===== config.mk =====
export PLATFORM = sky130hd
export DESIGN_NAME = vcs_capture_seq
export DESIGN_NICKNAME = d
export VERILOG_FILES = /design/src/rtl/vcs_pkg.sv /design/src/rtl/vcs_mode_dec.sv /design/src/rtl/vcs_field_gate.sv /design/src/rtl/vcs_flag_unit.sv /design/src/rtl/vcs_capture_seq.sv
export SDC_FILE = /design/constraint.sdc
export NUM_CORES = 1
export LEC_CHECK = 0
export BUFFER_PORTS_ARGS = -buffer_cell sky130_fd_sc_hd__buf_2
export CORE_MARGIN = 2
export CORE_UTILIZATION = 40
export DETAILED_ROUTE_END_ITERATION = 8
export PLACE_DENSITY_LB_ADDON = 0.25
export SETUP_SLACK_MARGIN = 0.4
export SLEW_MARGIN = 20
export SYNTH_ARGS = -nofsm -noshare
export SYNTH_HDL_FRONTEND = slang
export SYNTH_SLANG_ARGS = --single-unit

===== constraint.sdc =====
create_clock -name clk_i -period 4.1 [get_ports clk_i]
set_clock_uncertainty 0.2 [all_clocks]
set_input_delay 0.82 -clock clk_i [delete_from_list [all_inputs] [get_ports clk_i]]
set_output_delay 0.82 -clock clk_i [all_outputs]
set_load 0.05 [all_outputs]

===== src/rtl/vcs_pkg.sv =====
package vcs_pkg;
  localparam int MODE_W = 4;
  localparam int NFLAG  = 3;
  localparam int FL_F1  = 0;
  localparam int FL_F2  = 1;
  localparam int FL_FRM = 2;

  typedef struct packed {
    logic cont;
    logic frame;
    logic cf2;
    logic cf1;
  } mode_t;

  typedef struct packed {
    logic valid;
    logic want_f1;
    logic want_f2;
    logic fld_gate;
    logic f1_flag;
    logic f2_flag;
    logic frm_flag;
    logic frm_on_f2;
    logic next_halt;
    logic single_halt;
    logic frame_seq;
  } plan_t;
endpackage


===== src/rtl/vcs_mode_dec.sv =====
module vcs_mode_dec
  import vcs_pkg::*;
(
  input  logic [MODE_W-1:0] mode_i,
  output plan_t             plan_o
);
  mode_t m;
  assign m = mode_t'(mode_i);

  always_comb begin
    plan_o = '0;
    if (!m.frame) begin
      // field modes: 00 in the field bits is reserved
      plan_o.valid    = m.cf1 | m.cf2;
      plan_o.want_f1  = m.cf1;
      plan_o.want_f2  = m.cf2;
      plan_o.f1_flag  = m.cf1;
      plan_o.f2_flag  = m.cf2;
      plan_o.fld_gate = !m.cont;
    end else begin
      unique case ({m.cf2, m.cf1})
        2'b00: begin // interlaced frame, halt after next frame
          plan_o.valid     = 1'b1;
          plan_o.want_f1   = 1'b1;
          plan_o.want_f2   = 1'b1;
          plan_o.frm_flag  = 1'b1;
          plan_o.frm_on_f2 = 1'b1;
          plan_o.next_halt = !m.cont;
          plan_o.frame_seq = 1'b1;
        end
        2'b01: begin // progressive frame carried in field 1
          plan_o.valid     = 1'b1;
          plan_o.want_f1   = 1'b1;
          plan_o.frm_flag  = 1'b1;
          plan_o.next_halt = !m.cont;
        end
        2'b11: begin // one frame, then wait for clear
          plan_o.valid       = 1'b1;
          plan_o.want_f1     = 1'b1;
          plan_o.want_f2     = 1'b1;
          plan_o.frm_flag    = 1'b1;
          plan_o.frm_on_f2   = 1'b1;
          plan_o.single_halt = !m.cont;
          plan_o.frame_seq   = 1'b1;
        end
        default: ; // 10 with frame set is reserved
      endcase
    end
  end
endmodule


===== src/rtl/vcs_field_gate.sv =====
module vcs_field_gate
  import vcs_pkg::*;
(
  input  logic              clk_i,
  input  logic              rst_ni,
  input  logic [MODE_W-1:0] mode_i,
  input  plan_t             plan_i,
  input  logic              fld_start_i,
  input  logic              fld_end_i,
  input  logic              fld_id_i,
  input  logic [NFLAG-1:0]  flags_i,
  input  logic              halt_i,
  output logic              cap_en_o,
  output logic              cur_fld_o,
  output logic              mode_chg_o
);
  logic [MODE_W-1:0] mode_seen_q;
  logic frame_open_q, cap_q, fld_q;
  logic halt_eff, want, allow, grant;
  logic plan_unused;

  assign plan_unused = ^{plan_i.f1_flag, plan_i.f2_flag, plan_i.frm_flag,
                         plan_i.frm_on_f2, flags_i[FL_FRM]};

  assign mode_chg_o = fld_start_i && (mode_i != mode_seen_q);
  assign halt_eff   = halt_i && !mode_chg_o;

  always_comb begin
    want  = fld_id_i ? plan_i.want_f2 : plan_i.want_f1;
    allow = 1'b1;
    if (plan_i.fld_gate)
      allow = fld_id_i ? !flags_i[FL_F2] : !flags_i[FL_F1];
    if (plan_i.next_halt || plan_i.single_halt)
      allow = allow && !halt_eff;
    if (plan_i.frame_seq && fld_id_i)
      allow = allow && frame_open_q;
    grant = plan_i.valid && want && allow;
  end

  always_ff @(posedge clk_i) begin
    if (!rst_ni) begin
      mode_seen_q  <= '0;
      frame_open_q <= 1'b0;
      cap_q        <= 1'b0;
      fld_q        <= 1'b0;
    end else if (fld_start_i) begin
      cap_q       <= grant;
      fld_q       <= fld_id_i;
      mode_seen_q <= mode_i;
      if (!fld_id_i) frame_open_q <= grant;
    end else if (fld_end_i) begin
      cap_q <= 1'b0;
    end
  end

  assign cap_en_o  = cap_q;
  assign cur_fld_o = fld_q;

  assert_reserved_idle_R1: assert property (@(posedge clk_i) disable iff (!rst_ni)
    fld_start_i && !plan_i.valid |=> !cap_en_o);
  assert_end_drops_R2: assert property (@(posedge clk_i) disable iff (!rst_ni)
    fld_end_i && !fld_start_i |=> !cap_en_o);
  assert_hold_in_field_R2: assert property (@(posedge clk_i) disable iff (!rst_ni)
    !fld_start_i && !fld_end_i |=> $stable(cap_en_o));
  assert_f1_refused_R3: assert property (@(posedge clk_i) disable iff (!rst_ni)
    fld_start_i && plan_i.fld_gate && !fld_id_i && flags_i[FL_F1] |=> !cap_en_o);
  assert_f2_refused_R4: assert property (@(posedge clk_i) disable iff (!rst_ni)
    fld_start_i && plan_i.fld_gate && fld_id_i && flags_i[FL_F2] |=> !cap_en_o);
  assert_halt_blocks_R6: assert property (@(posedge clk_i) disable iff (!rst_ni)
    fld_start_i && plan_i.next_halt && halt_i && !mode_chg_o |=> !cap_en_o);
  assert_single_blocks_R8: assert property (@(posedge clk_i) disable iff (!rst_ni)
    fld_start_i && plan_i.single_halt && halt_i && !mode_chg_o |=> !cap_en_o);
endmodule


===== src/rtl/vcs_flag_unit.sv =====
module vcs_flag_unit
  import vcs_pkg::*;
(
  input  logic             clk_i,
  input  logic             rst_ni,
  input  plan_t            plan_i,
  input  logic             fld_end_i,
  input  logic             cap_en_i,
  input  logic             cur_fld_i,
  input  logic [NFLAG-1:0] clr_i,
  input  logic             evt_en_i,
  input  logic             mode_chg_i,
  output logic [NFLAG-1:0] flags_o,
  output logic             evt_o,
  output logic             halt_o
);
  logic [NFLAG-1:0] set_v, flag_q;
  logic fin, halt_set, halt_q, evt_q;
  logic plan_unused;

  assign plan_unused = ^{plan_i.valid, plan_i.want_f1, plan_i.want_f2,
                         plan_i.fld_gate, plan_i.frame_seq};

  assign fin = fld_end_i && cap_en_i;

  always_comb begin
    set_v         = '0;
    set_v[FL_F1]  = fin && plan_i.f1_flag && !cur_fld_i;
    set_v[FL_F2]  = fin && plan_i.f2_flag && cur_fld_i;
    set_v[FL_FRM] = fin && plan_i.frm_flag && (cur_fld_i == plan_i.frm_on_f2);
  end

  // set has priority over a clear arriving in the same cycle
  for (genvar g = 0; g < NFLAG; g++) begin : g_flag
    always_ff @(posedge clk_i) begin
      if (!rst_ni)       flag_q[g] <= 1'b0;
      else if (set_v[g]) flag_q[g] <= 1'b1;
      else if (clr_i[g]) flag_q[g] <= 1'b0;
    end
  end

  assign halt_set = set_v[FL_FRM] &&
                    (plan_i.single_halt || (plan_i.next_halt && flag_q[FL_FRM]));

  always_ff @(posedge clk_i) begin
    if (!rst_ni) begin
      halt_q <= 1'b0;
      evt_q  <= 1'b0;
    end else begin
      evt_q <= (|set_v) && evt_en_i;
      if (halt_set)                          halt_q <= 1'b1;
      else if (mode_chg_i || clr_i[FL_FRM])  halt_q <= 1'b0;
    end
  end

  assign flags_o = flag_q;
  assign evt_o   = evt_q;
  assign halt_o  = halt_q;

  assert_f1_set_wins_R11: assert property (@(posedge clk_i) disable iff (!rst_ni)
    fld_end_i && cap_en_i && !cur_fld_i && plan_i.f1_flag |=> flags_o[FL_F1]);
  assert_f1_clear_R3: assert property (@(posedge clk_i) disable iff (!rst_ni)
    clr_i[FL_F1] && !fld_end_i |=> !flags_o[FL_F1]);
  assert_evt_pulse_R10: assert property (@(posedge clk_i) disable iff (!rst_ni)
    evt_o |=> !evt_o);
  assert_evt_mask_R10: assert property (@(posedge clk_i) disable iff (!rst_ni)
    !evt_en_i |=> !evt_o);
  assert_mode_release_R12: assert property (@(posedge clk_i) disable iff (!rst_ni)
    mode_chg_i && !fld_end_i |=> !halt_o);
  assert_cont_no_halt_R9: assert property (@(posedge clk_i) disable iff (!rst_ni)
    !plan_i.next_halt && !plan_i.single_halt && !halt_o |=> !halt_o);
endmodule


===== src/rtl/vcs_capture_seq.sv =====
module vcs_capture_seq
  import vcs_pkg::*;
(
  input  logic              clk_i,
  input  logic              rst_ni,
  input  logic [MODE_W-1:0] mode_i,
  input  logic              fld_start_i,
  input  logic              fld_end_i,
  input  logic              fld_id_i,
  input  logic              clr_f1_i,
  input  logic              clr_f2_i,
  input  logic              clr_frm_i,
  input  logic              evt_en_i,
  output logic              cap_en_o,
  output logic              f1_done_o,
  output logic              f2_done_o,
  output logic              frm_done_o,
  output logic              cmp_evt_o,
  output logic              halted_o
);
  plan_t            plan;
  logic [NFLAG-1:0] flags, clr;
  logic             cap_en, cur_fld, mode_chg, halt;

  always_comb begin
    clr         = '0;
    clr[FL_F1]  = clr_f1_i;
    clr[FL_F2]  = clr_f2_i;
    clr[FL_FRM] = clr_frm_i;
  end

  vcs_mode_dec u_dec (
    .mode_i (mode_i),
    .plan_o (plan)
  );

  vcs_field_gate u_gate (
    .clk_i       (clk_i),
    .rst_ni      (rst_ni),
    .mode_i      (mode_i),
    .plan_i      (plan),
    .fld_start_i (fld_start_i),
    .fld_end_i   (fld_end_i),
    .fld_id_i    (fld_id_i),
    .flags_i     (flags),
    .halt_i      (halt),
    .cap_en_o    (cap_en),
    .cur_fld_o   (cur_fld),
    .mode_chg_o  (mode_chg)
  );

  vcs_flag_unit u_flags (
    .clk_i      (clk_i),
    .rst_ni     (rst_ni),
    .plan_i     (plan),
    .fld_end_i  (fld_end_i),
    .cap_en_i   (cap_en),
    .cur_fld_i  (cur_fld),
    .clr_i      (clr),
    .evt_en_i   (evt_en_i),
    .mode_chg_i (mode_chg),
    .flags_o    (flags),
    .evt_o      (cmp_evt_o),
    .halt_o     (halt)
  );

  assign cap_en_o   = cap_en;
  assign f1_done_o  = flags[FL_F1];
  assign f2_done_o  = flags[FL_F2];
  assign frm_done_o = flags[FL_FRM];
  assign halted_o   = halt;
endmodule


## Word level (Yosys, flattened, before mapping)

Index checks and enable logic that the tools add are counted.

| word-level totals | value |
|---|---|
| word-level logic and storage cells | 75 |
| output and inout bits | 6 |
| input bits | 13 |
| bits in registers | 12 |

| cells by class | value |
|---|---|
| bitwise operators | 2 |
| mux-type cells | 23 |
| reductions and logical operators | 37 |
| equal/unequal tests | 4 |

Operators with widths:

| kind | count |
|---|---|
| $mux W1 | 19 |
| $logic_and A1 B1 Y1 | 17 |
| $reduce_bool A2 Y1 | 5 |
| $logic_not A1 Y1 | 6 |
| $mux W3 | 2 |
| $reduce_or A3 Y1 | 2 |
| $mux W5 | 1 |
| $ne A4 B4 Y1 | 1 |
| $reduce_or A2 Y1 | 2 |
| $logic_or A1 B1 Y1 | 3 |
| $eq A2 B1 Y1 const B | 1 |
| $eq A2 B2 Y1 const B | 1 |
| $logic_not A2 Y1 | 1 |
| $mux W2 | 1 |
| $reduce_and A2 Y1 | 1 |
| $eq A1 B1 Y1 | 1 |
| $not A1 Y1 | 1 |
| $or A1 B1 Y1 | 1 |

## Logic depth before layout (Yosys ltp)

Gate-level depths: netlist of run 1.

| depth | value |
|---|---|
| word-level depth | 11 |
| gate-level depth with buffers | 6 |
| gate-level depth less buffers | 6 |

## By module

Synthesis of run 1 repeated with hierarchy kept, for this count alone.

| second synthesis, totals | value |
|---|---|
| cells, all modules | 80 |
| area, all modules | 716.9 um2 |

Modules (own cells, without submodules):

| module | instances | area each (um2) | cells an instance | sequential area each (um2) |
|---|---|---|---|---|
| vcs_field_gate | 1 | 359.1 | 37 | 140.1 |
| vcs_flag_unit | 1 | 217.7 | 25 | 100.1 |
| vcs_mode_dec | 1 | 140.1 | 18 | 0.0 |

## Worst setup path before layout of run 1

OpenSTA, ideal clock, no wires.

| path | value |
|---|---|
| kind | input -> register |
| from | input port mode_i[0] |
| to | register u_flags.evt_q (netlist: u_flags.evt_o) |
| setup slack | 2.021 ns |
| stages on the path | 5 |
| arrival | 1.758 ns |
| cell sequence | inv_1 -> ha_1 -> xnor2_1 -> nor2_1 -> o311a_1 |

| between the ends | value |
|---|---|
| word-level cells in the longest chain between the ends | 8 |

RTL lines:

| element | line | RTL |
|---|---|---|
| start, declared | vcs_capture_seq.sv:6 | `input logic [MODE_W-1:0] mode_i,` |
| $eq A2 B2 Y1, or another cell as far along | vcs_mode_dec.sv:21 | `unique case ({m.cf2, m.cf1})` |
| $reduce_or A2 Y1 (no line) or $reduce_or A3 Y1 (tied branches) | -- |  |
| $mux W1 | vcs_mode_dec.sv:21 |  |
| $mux W5 | vcs_mode_dec.sv:12 | `if (!m.frame) begin` |
| $eq A1 B1 Y1 or $logic_and A1 B1 Y1 (tied branches) | vcs_flag_unit.sv:30 | `set_v[FL_FRM] = fin && plan_i.frm_flag && (cur_fld_i == plan_i.frm_on_f2);` |
| $logic_and A1 B1 Y1 | vcs_flag_unit.sv:30 |  |
| $reduce_or A3 Y1 * | vcs_flag_unit.sv:50 | `evt_q <= (\|set_v) && evt_en_i;` |
| $logic_and A1 B1 Y1 * | vcs_flag_unit.sv:50 |  |
| end signal, assigned | vcs_flag_unit.sv:50 |  |
| end, declared | vcs_flag_unit.sv:18 | `logic fin, halt_set, halt_q, evt_q;` |

Every way passes the cells marked *; elsewhere a longest branch is shown, timed or not.
A chain may end at the register's enable or synchronous reset.

## Final worst setup path of run 1

Same ends and word-level chain as after synthesis.

==> results of run 1 <==
state kept, by name, indices dropped and copies added, names as in the netlist:
| signal | count |
|---|---|
| u_flags.evt_o | 1 |
| u_flags.flags_o | 3 |
| u_flags.halt_o | 1 |
| u_gate.cap_en_o | 1 |
| u_gate.cur_fld_o | 1 |
| u_gate.frame_open_q | 1 |
| u_gate.mode_seen_q | 4 |
layer usage:
layer  vias up  share of wire
met2        21           0.43
met3         4          0.064
met1       272           0.48
met5         -              0
met4         0          0.021
li1        297              -
final cells by class:
type	instances	area [um2]	area share
multi-input cells	52	409	0.497
flip-flops and latches	12	240	0.292
repair buffers	18	90.1	0.109
clock buffers	4	36.3	0.0441
inverters	7	26.3	0.0319
well taps	17	21.3	0.0258
worst paths after layout:
path | to | slack (ps)
setup reg to reg | u_gate.frame_open_q | 2590
hold reg to reg | u_gate.frame_open_q | 320
hold / removal | u_gate.frame_open_q | 320
setup / recovery | u_flags.evt_o | 2020
layout by cell type, fill, tap and decap left out, drive strengths merged, types with 2 or more instances in the layout:
master / instances
buf: 18
clkbuf: 4
dfxtp: 12
ha: 4
inv: 7
mux2i: 6
nand2: 2
nor2: 3
nor2b: 9
nor3: 2
nor4: 2
o21a: 2
o31ai: 2
xor2: 4
worst max-delay path, delay by kind of cell:
| family | cells | cell delay (ps) |
|---|---|---|
| buffers and inverters | 2 | 230 |
| XOR/XNOR | 1 | 230 |
| AND/OR/NAND/NOR | 1 | 100 |
| AO/OA/AOI/OAI | 1 | 330 |
| adder cells (fa/ha/maj) | 1 | 330 |
cell families (layout without fill, tap and decap cells):
kind of cell,count (synthesis),after routing,share of synthesized area
AOI/OAI and AO/OA,13,13,0.165
buffers and inverters,10,29,0.0699
adders and majority gates,4,4,0.0717
DFF,12,12,0.344
muxes,6,6,0.0860
and+or+nand+nor,24,24,0.201
xor gates and xnor gates,5,5,0.0627
power groups by stage:
stage	Combinational [W]	Clock, W	Sequential (W)
global route	0.0000455	0.000105	0.000125
finish	0.0000412	0.0000951	0.000124
detailed placement	0.0000410	0	0.000127
global placement	0.0000402	0	0.000126
CTS	0.0000412	0.0000997	0.000124
floorplan	0.0000262	0	0.000129
per-stage QoR:
| stage | total power [W] | cell area (um2) | setup slack [ps] |
|---|---|---|---|
| global route | 0.000275 | 823 | 1940 |
| global placement | 0.000167 | 787 | 1770 |
| floorplan | 0.000155 | 698 | 2020 |
| CTS | 0.000265 | 823 | 2030 |
| detailed placement | 0.000168 | 787 | 1730 |
| finish | 0.000260 | 823 | 2020 |
==> flow_summary.yaml, run 1 <==
status:
  status: "complete, no violations"
logic_synthesis:
  synthFlopType: "dfxtp_1"
  ys_ff_latch: 12
  synth_top_area_share: 0.344
  synth_common_cells: "dfxtp_1, nor2b_1, inv_1, mux2i_1"
  synth_edf_count: 0
  yosysWarnings: 0
  synth_most_common_cell: "dfxtp_1"
  synth.distinct_cells: 31
  netlist_instances: 74
  syn_nets: 91
  synth_area_per_cell_um2: 9.43
  async_flop_share: 0
  synth_top_cell_by_area: "dfxtp_1"
  yosysSeqAreaShare: 0.344
  syn_area_um2: 698
  synthTopCellsByArea: "dfxtp_1, mux2i_1, nor2b_1"
global_routing:
  grtUsageMet2: 0.234
  use_met1: 0.208
  grt.overflow.total: 0
  grt.total_usage: 0.162
  antenna_found_initial: 0
  grtUsageMet3: 0.0595
  busiest_layer: "met2"
  grt_max_degree: 14
  grt_pass1_vias: 505
  grt_pass1_wl_mm: 2.28
routing:
  first_pass_iters: 4
  drc: 0
  vias: 594
  routedWlPerCell_um: 13.3
  drt-total-wl_mm: 1.46
  ant_nets: 0
  drtIter0Drc: 9
  drt-vias-per-instance: 5.40
timing:
  rsz0062_at_grt: "false"
  fmax_mhz: 482
  max_slew.worst_pin.slew_ps: 408
  timing.hold.ws_ps: 322
  period_minus_slack_ps: 2080
  slew_headroom: 0.726
  tns_ps: 0
  finalCritPeriodShare: 0.506
  finalSetupViolations: 0
  slew_viol_final: 0
  hold_viol: 0
setup_path:
  worstReg2RegStart: "u_gate.mode_seen_q[1]"
  required_ps: 4060
  cp-startpoint: "mode_i[0]"
  max_stage_delay_ps: 330
  worst_r2r_path_depth: 4
  critPathKind: "input port to flop"
  end_kind: "flop"
  arrival_ps: 2040
  crit_path_max_fanout: 6
  slowest_stage: "ha_1"
  path_cells: "buf_2, inv_1, ha_1, xnor2_1, nor2_1, o311a_1"
  cp-start-kind: "input port"
floorplanning:
  io_pins: 19
  die_area_um2: 2100
  placement_rows: 15
  initial_core_util: 0.413
  die_h_um: 45.8
  core-area_um2: 1690
  die_w_um: 45.8
min_path:
  hold_path.class: "flop to flop"
  min_from: "u_gate.frame_open_q"
  holdPathStages: 2
power:
  pwr-share-comb: 0.158
  intPower_w: 0.000192
  pwr_density_cell_nw_per_um2: 316
  switching_share: 0.261
  p_sw_w: 0.0000679
  seqPwrFrac: 0.476
  ir_drop_v: 0.000182
  clock_power_share: 0.366
  power.leakage_nw: 0.393
clock_tree:
  cts_sinks: 12
  clockRootBuffer: "clkbuf_4"
  cts_buffers: 3
  cts_resized: 0
  cts_setup_buffers: 0
  cts.clk_slew.worst_paths_ps: 80
  clock_latency_ps: 280
  cts.htree.levels: 1
  hold_buffers: 0
  cts_buffer_depth: 2
  cts_tree: "built"
cells_and_area:
  drive_gt1_frac: 0.280
  nFillCells: 173
  diodes: 0
  fin_util: 0.487
  syn_to_final_growth_pct: 17.9
  fin_cells: 110
  fin_nets: 111
place:
  hpwl_mm: 1.10
  placed_cells: 106
  io_buffers: 18
  gp_congestion: 0.757
run:
  maxCapViolations: 0
No activity file was read; power rests on OpenSTA's default activity.
==> run 2: changes to the inputs <==
==> constraint.sdc (replaced) <==
create_clock -name clk_i -period 2.1 [get_ports clk_i]
set_clock_uncertainty 0.2 [all_clocks]
set_input_delay 0.42 -clock clk_i [delete_from_list [all_inputs] [get_ports clk_i]]
set_output_delay 0.42 -clock clk_i [all_outputs]
set_load 0.05 [all_outputs]
==> flow_summary.yaml, run 2 (synthesis results as in run 1) <==
cells_and_area:
  layout_common_cells: "buf_2, dfxtp_1, nor2b_1"
  final_common_cell: "buf_2"
  regMostFlops: "u_gate.mode_seen_q"
  drive_gt1_frac: 0.301
  syn_to_final_growth_pct: 20.8
  largest_register_ffs: 4
  multiInputGateArea_um2: 429
  diodes: 0
  fin_nets: 111
  fin_cells: 110
  nFillCells: 167
  seq_area_um2: 240
timing:
  finalCritPeriodShare: 0.749
  tns_ps: 0
  max_slew.worst_pin.slew_ps: 408
  slew_viol_final: 0
  timing.hold.ws_ps: 176
  hold_viol: 0
  slew_headroom: 0.725
  rsz0062_at_grt: "false"
  finalSetupViolations: 0
  fmax_mhz: 635
  period_minus_slack_ps: 1570
routing:
  routedWlPerCell_um: 12.8
  drc: 0
  drtIter0Drc: 11
  ant_nets: 0
  vias: 584
  drt-vias-per-instance: 5.31
  first_pass_iters: 4
  drt-total-wl_mm: 1.41
floorplanning:
  initial_core_util: 0.413
  core-area_um2: 1690
  die_h_um: 45.8
  die_w_um: 45.8
  die_area_um2: 2100
  placement_rows: 15
  io_pins: 19
global_routing:
  grt_pass1_vias: 497
  grt_pass1_wl_mm: 2.23
  grt_max_degree: 14
  antenna_found_initial: 0
  grt.total_usage: 0.155
  grt.overflow.total: 0
setup_path:
  critPathKind: "flop to primary output"
  worst_r2r_path_depth: 4
  ff2ff_setup_slack_ps: 570
  worstReg2RegStart: "u_gate.mode_seen_q[1]"
  arrival_ps: 950
  max_stage_delay_ps: 390
  path_cells: "buf_2"
  critical-path-top-delay-family: "flip-flops"
  end_kind: "primary output"
  cp-start-kind: "flop"
  path_buf_inv: 1
  required_ps: 1480
  crit_path_max_fanout: 4
  slowest_stage: "dfxtp_1"
  rr_endpoint: "u_gate.frame_open_q"
clock_tree:
  cts.clk_slew.worst_paths_ps: 70
  cts_sinks: 12
  cts_tree: "built"
  clock_latency_ps: 280
  cts_buffers: 3
  cts_buffer_depth: 2
  hold_buffers: 0
  cts_setup_buffers: 0
  cts.htree.levels: 1
  clockRootBuffer: "clkbuf_4"
power:
  p_total_w: 0.000516
  pwr_density_cell_nw_per_um2: 611
  power.leakage_nw: 0.398
  ir_drop_v: 0.000398
min_path:
  holdPathStages: 2
  hold_path.class: "input port to flop"
  min_from: "evt_en_i"
  min_to: "u_flags.evt_o"
place:
  placed_cells: 106
  io_buffers: 18
  gp_congestion: 0.757
  hpwl_mm: 1.09
status:
  status: "complete, no violations"
run:
  maxCapViolations: 0
[run 2: cell counts in the layout (fill, tap and decap cells not counted)]
Identical to the previous run, type by type.
[run 2: timing repair]
| action | CTS | global route |
|---|---|---|
| setup endpoints to repair | 0 | 2 |
| hold endpoints to repair | 0 | 0 |
| gates resized for setup | 0 | 2 |
[run 2: stage by stage]
stage / utilization / setup WS, ps / cell area [um2]
global placement: 0.466 / 168 / 787
global route: 0.499 / 445 / 843
finish: 0.499 / 526 / 843
detailed placement: 0.466 / 139 / 787
floorplan: - / 421 / 698
CTS: 0.487 / 443 / 823
[run 2: cell type report]
cell class,count,share of cell area
clock buffers,4,0.0430
inverters,7,0.0312
multi-input cells,52,0.509
flip-flops and latches,12,0.285
well taps,17,0.0252
repair buffers,18,0.107
[run 2: metal layers]
metal | routed length (um) | track usage | share of wire | up-vias
met5 | 0 | 0 | 0 | -
met2 | 635 | 0.214 | 0.45 | 20
met4 | 19 | 0.0686 | 0.013 | 0
met3 | 75 | 0.0476 | 0.053 | 2
met1 | 682 | 0.217 | 0.48 | 264
li1 | - | - | - | 298
[run 2: how the worst max path moves through the flow]
stage / slack, ps / to / cells past startpoint / startpoint
2_1_floorplan: 420 / u_flags.evt_o / 5 / mode_i[0]
3_3_place_gp: 170 / u_flags.evt_o / 6 / mode_i[0]
3_5_place_dp: 140 / u_flags.evt_o / 6 / mode_i[0]
4_1_cts: 440 / u_flags.evt_o / 6 / mode_i[0]
5_1_grt: 440 / u_gate.cap_en_o / 7 / mode_i[1]
6_report: 530 / cap_en_o / 1 / u_gate.cap_en_o
[run 2: where the power goes]
group	switching (W)	internal [W]	total [W]
clock network	0.0000824	0.000106	0.000188
registers	0.00000652	0.000236	0.000242
logic	0.0000472	0.0000382	0.0000854
==> run 3: changes to the inputs <==
==> constraint.sdc (replaced) <==
create_clock -name clk_i -period 1.55 [get_ports clk_i]
set_clock_uncertainty 0.2 [all_clocks]
set_input_delay 0.31 -clock clk_i [delete_from_list [all_inputs] [get_ports clk_i]]
set_output_delay 0.31 -clock clk_i [all_outputs]
set_load 0.05 [all_outputs]
==> flow_summary.yaml, run 3 (synthesis results as in run 1) <==
routing:
  top_layer_used: "met4"
  drc: 0
  first_pass_iters: 3
  drt-vias-per-instance: 5.34
  drt-total-wl_mm: 1.67
  wl_met3_um: 70
  drtIter0Drc: 4
  wl_met2_um: 856
  wl_met1_um: 731
  vias: 652
  ant_nets: 0
  routedWlPerCell_um: 13.7
cells_and_area:
  fin_cells: 122
  fin_nets: 123
  final_common_cell: "buf_4"
  fin_util: 0.641
  diodes: 0
  fin_area_um2: 1080
  syn_to_final_growth_pct: 55.2
  layout_common_cells: "buf_4, buf_2, nor2b_1"
  drive_gt1_frac: 0.552
  largest_register_ffs: 4
  regMostFlops: "u_gate.mode_seen_q"
floorplanning:
  die_h_um: 45.8
  placement_rows: 15
  io_pins: 19
  core-area_um2: 1690
  initial_core_util: 0.413
  die_area_um2: 2100
  die_w_um: 45.8
power:
  pwr_density_cell_nw_per_um2: 693
  switching_share: 0.275
  p_total_w: 0.000751
  intPower_w: 0.000545
  power.leakage_nw: 0.481
  pwr-share-comb: 0.218
  ir_drop_v: 0.000539
  seqPwrFrac: 0.442
  clock_power_share: 0.340
  p_sw_w: 0.000207
clock_tree:
  clock_latency_ps: 280
  cts.clk_slew.worst_paths_ps: 80
  cts_buffer_depth: 2
  cts.htree.levels: 1
  clockRootBuffer: "clkbuf_4"
  cts_tree: "built"
  cts_buffers: 3
  cts_sinks: 12
timing:
  fin_ws_ps: -8.54
  finalCritPeriodShare: 1.01
  finalSetupViolations: 2
  rsz0062_at_grt: "true"
  max_slew.worst_pin.slew_ps: 313
  tns_ps: -9.13
  slew_headroom: 0.789
  slew_viol_final: 0
  fmax_mhz: 642
  hold_viol: 0
  period_minus_slack_ps: 1560
setup_path:
  worstReg2RegStart: "u_gate.mode_seen_q[1]"
  endpoint: "u_gate.cap_en_o"
  ff2ff_setup_slack_ps: -9
  rr_endpoint: "u_gate.cap_en_o"
  cp-start-kind: "flop"
  required_ps: 1510
  path_cells: "xor2_2, o41ai_2, and3_1, o31ai_1"
  arrival_ps: 1520
  cp-startpoint: "u_gate.mode_seen_q[1]"
  critPathKind: "flop to flop"
  max_stage_delay_ps: 400
  worst_r2r_path_depth: 4
  slowest_stage: "o41ai_2"
  crit_path_max_fanout: 2
  end_kind: "flop"
global_routing:
  grt_pass1_vias: 601
  grt.overflow.total: 0
  grt.total_usage: 0.176
  grt_max_degree: 14
  antenna_found_initial: 0
  grt_pass1_wl_mm: 2.61
run:
  maxCapViolations: 0
place:
  gp_congestion: 0.797
  hpwl_mm: 1.17
  placed_area_um2: 878
  io_buffers: 18
  placed_cells: 114
status:
  status: "finished, violations left"
  violations: "negative setup slack"
min_path:
  hold_path.class: "input port to flop"
==> run 3: cell types whose count changed in the layout (fill, tap and decap cells not counted), sizes merged <==
| cell | before | now |
|---|---|---|
| buf | 18 | 30 |
| clkinvlp | 0 | 1 |
| inv | 7 | 6 |
==> run 3: worst min-delay path by stage <==
stage / from / end / cells past startpoint
after floorplan: fld_id_i / u_gate.frame_open_q / 1
after global placement: u_gate.frame_open_q / u_gate.frame_open_q / 2
after detailed placement: u_gate.frame_open_q / u_gate.frame_open_q / 2
after CTS: evt_en_i / u_flags.evt_o / 2
after global routing: evt_en_i / u_flags.evt_o / 2
final: evt_en_i / u_flags.evt_o / 2
==> run 3: per-layer routing <==
layer,vias to the layer above,GRT usage
met5,-,0
met4,0,0.0514
met3,2,0.0675
met2,17,0.290
met1,310,0.212
li1,323,-
==> run 3: final cells by class <==
| cell class | instances | area, um2 |
|---|---|---|
| Sequential cell | 12 | 258 |
| Multi-Input combinational cell | 52 | 493 |
| Inverter | 7 | 32.5 |
| Tap cell | 17 | 21.3 |
| Fill cell | 141 | 606 |
| Clock buffer | 4 | 36.3 |
| Timing Repair Buffer | 30 | 243 |
==> run 3: critical path: cells and delay by family (launching register included) <==
kind	cells	cell delay, ps
xor+xnor	1	150
flops	1	340
compound gates	2	490
simple gates	1	260
==> run 3: power groups by stage <==
stage                     clock network [W]  registers (W)  logic (W)
after global routing               0.000275       0.000333   0.000178
after CTS                          0.000262       0.000329   0.000155
after floorplan                           0       0.000340  0.0000774
after global placement                    0       0.000334   0.000131
after detailed placement                  0       0.000334   0.000133
final                              0.000255       0.000332   0.000164
==> run 3: per-stage QoR <==
| stage | setup slack (ps) | hold slack (ps) |
|---|---|---|
| floorplan | 49.7 | 213 |
| global placement | -228 | 292 |
| detailed placement | -239 | 301 |
| CTS | 8.75 | 54.0 |
| global route | -53.3 | 59.6 |
| finish | -8.54 | 60.4 |
==> run 3: timing repair <==
item	in CTS	in global routing
cloned	0	0
pin swaps	8	5
endpoints found under the setup margin	13	13
gates resized for setup	29	9
hold endpoints to repair	0	0
setup buffers	3	1
hold buffers	0	0
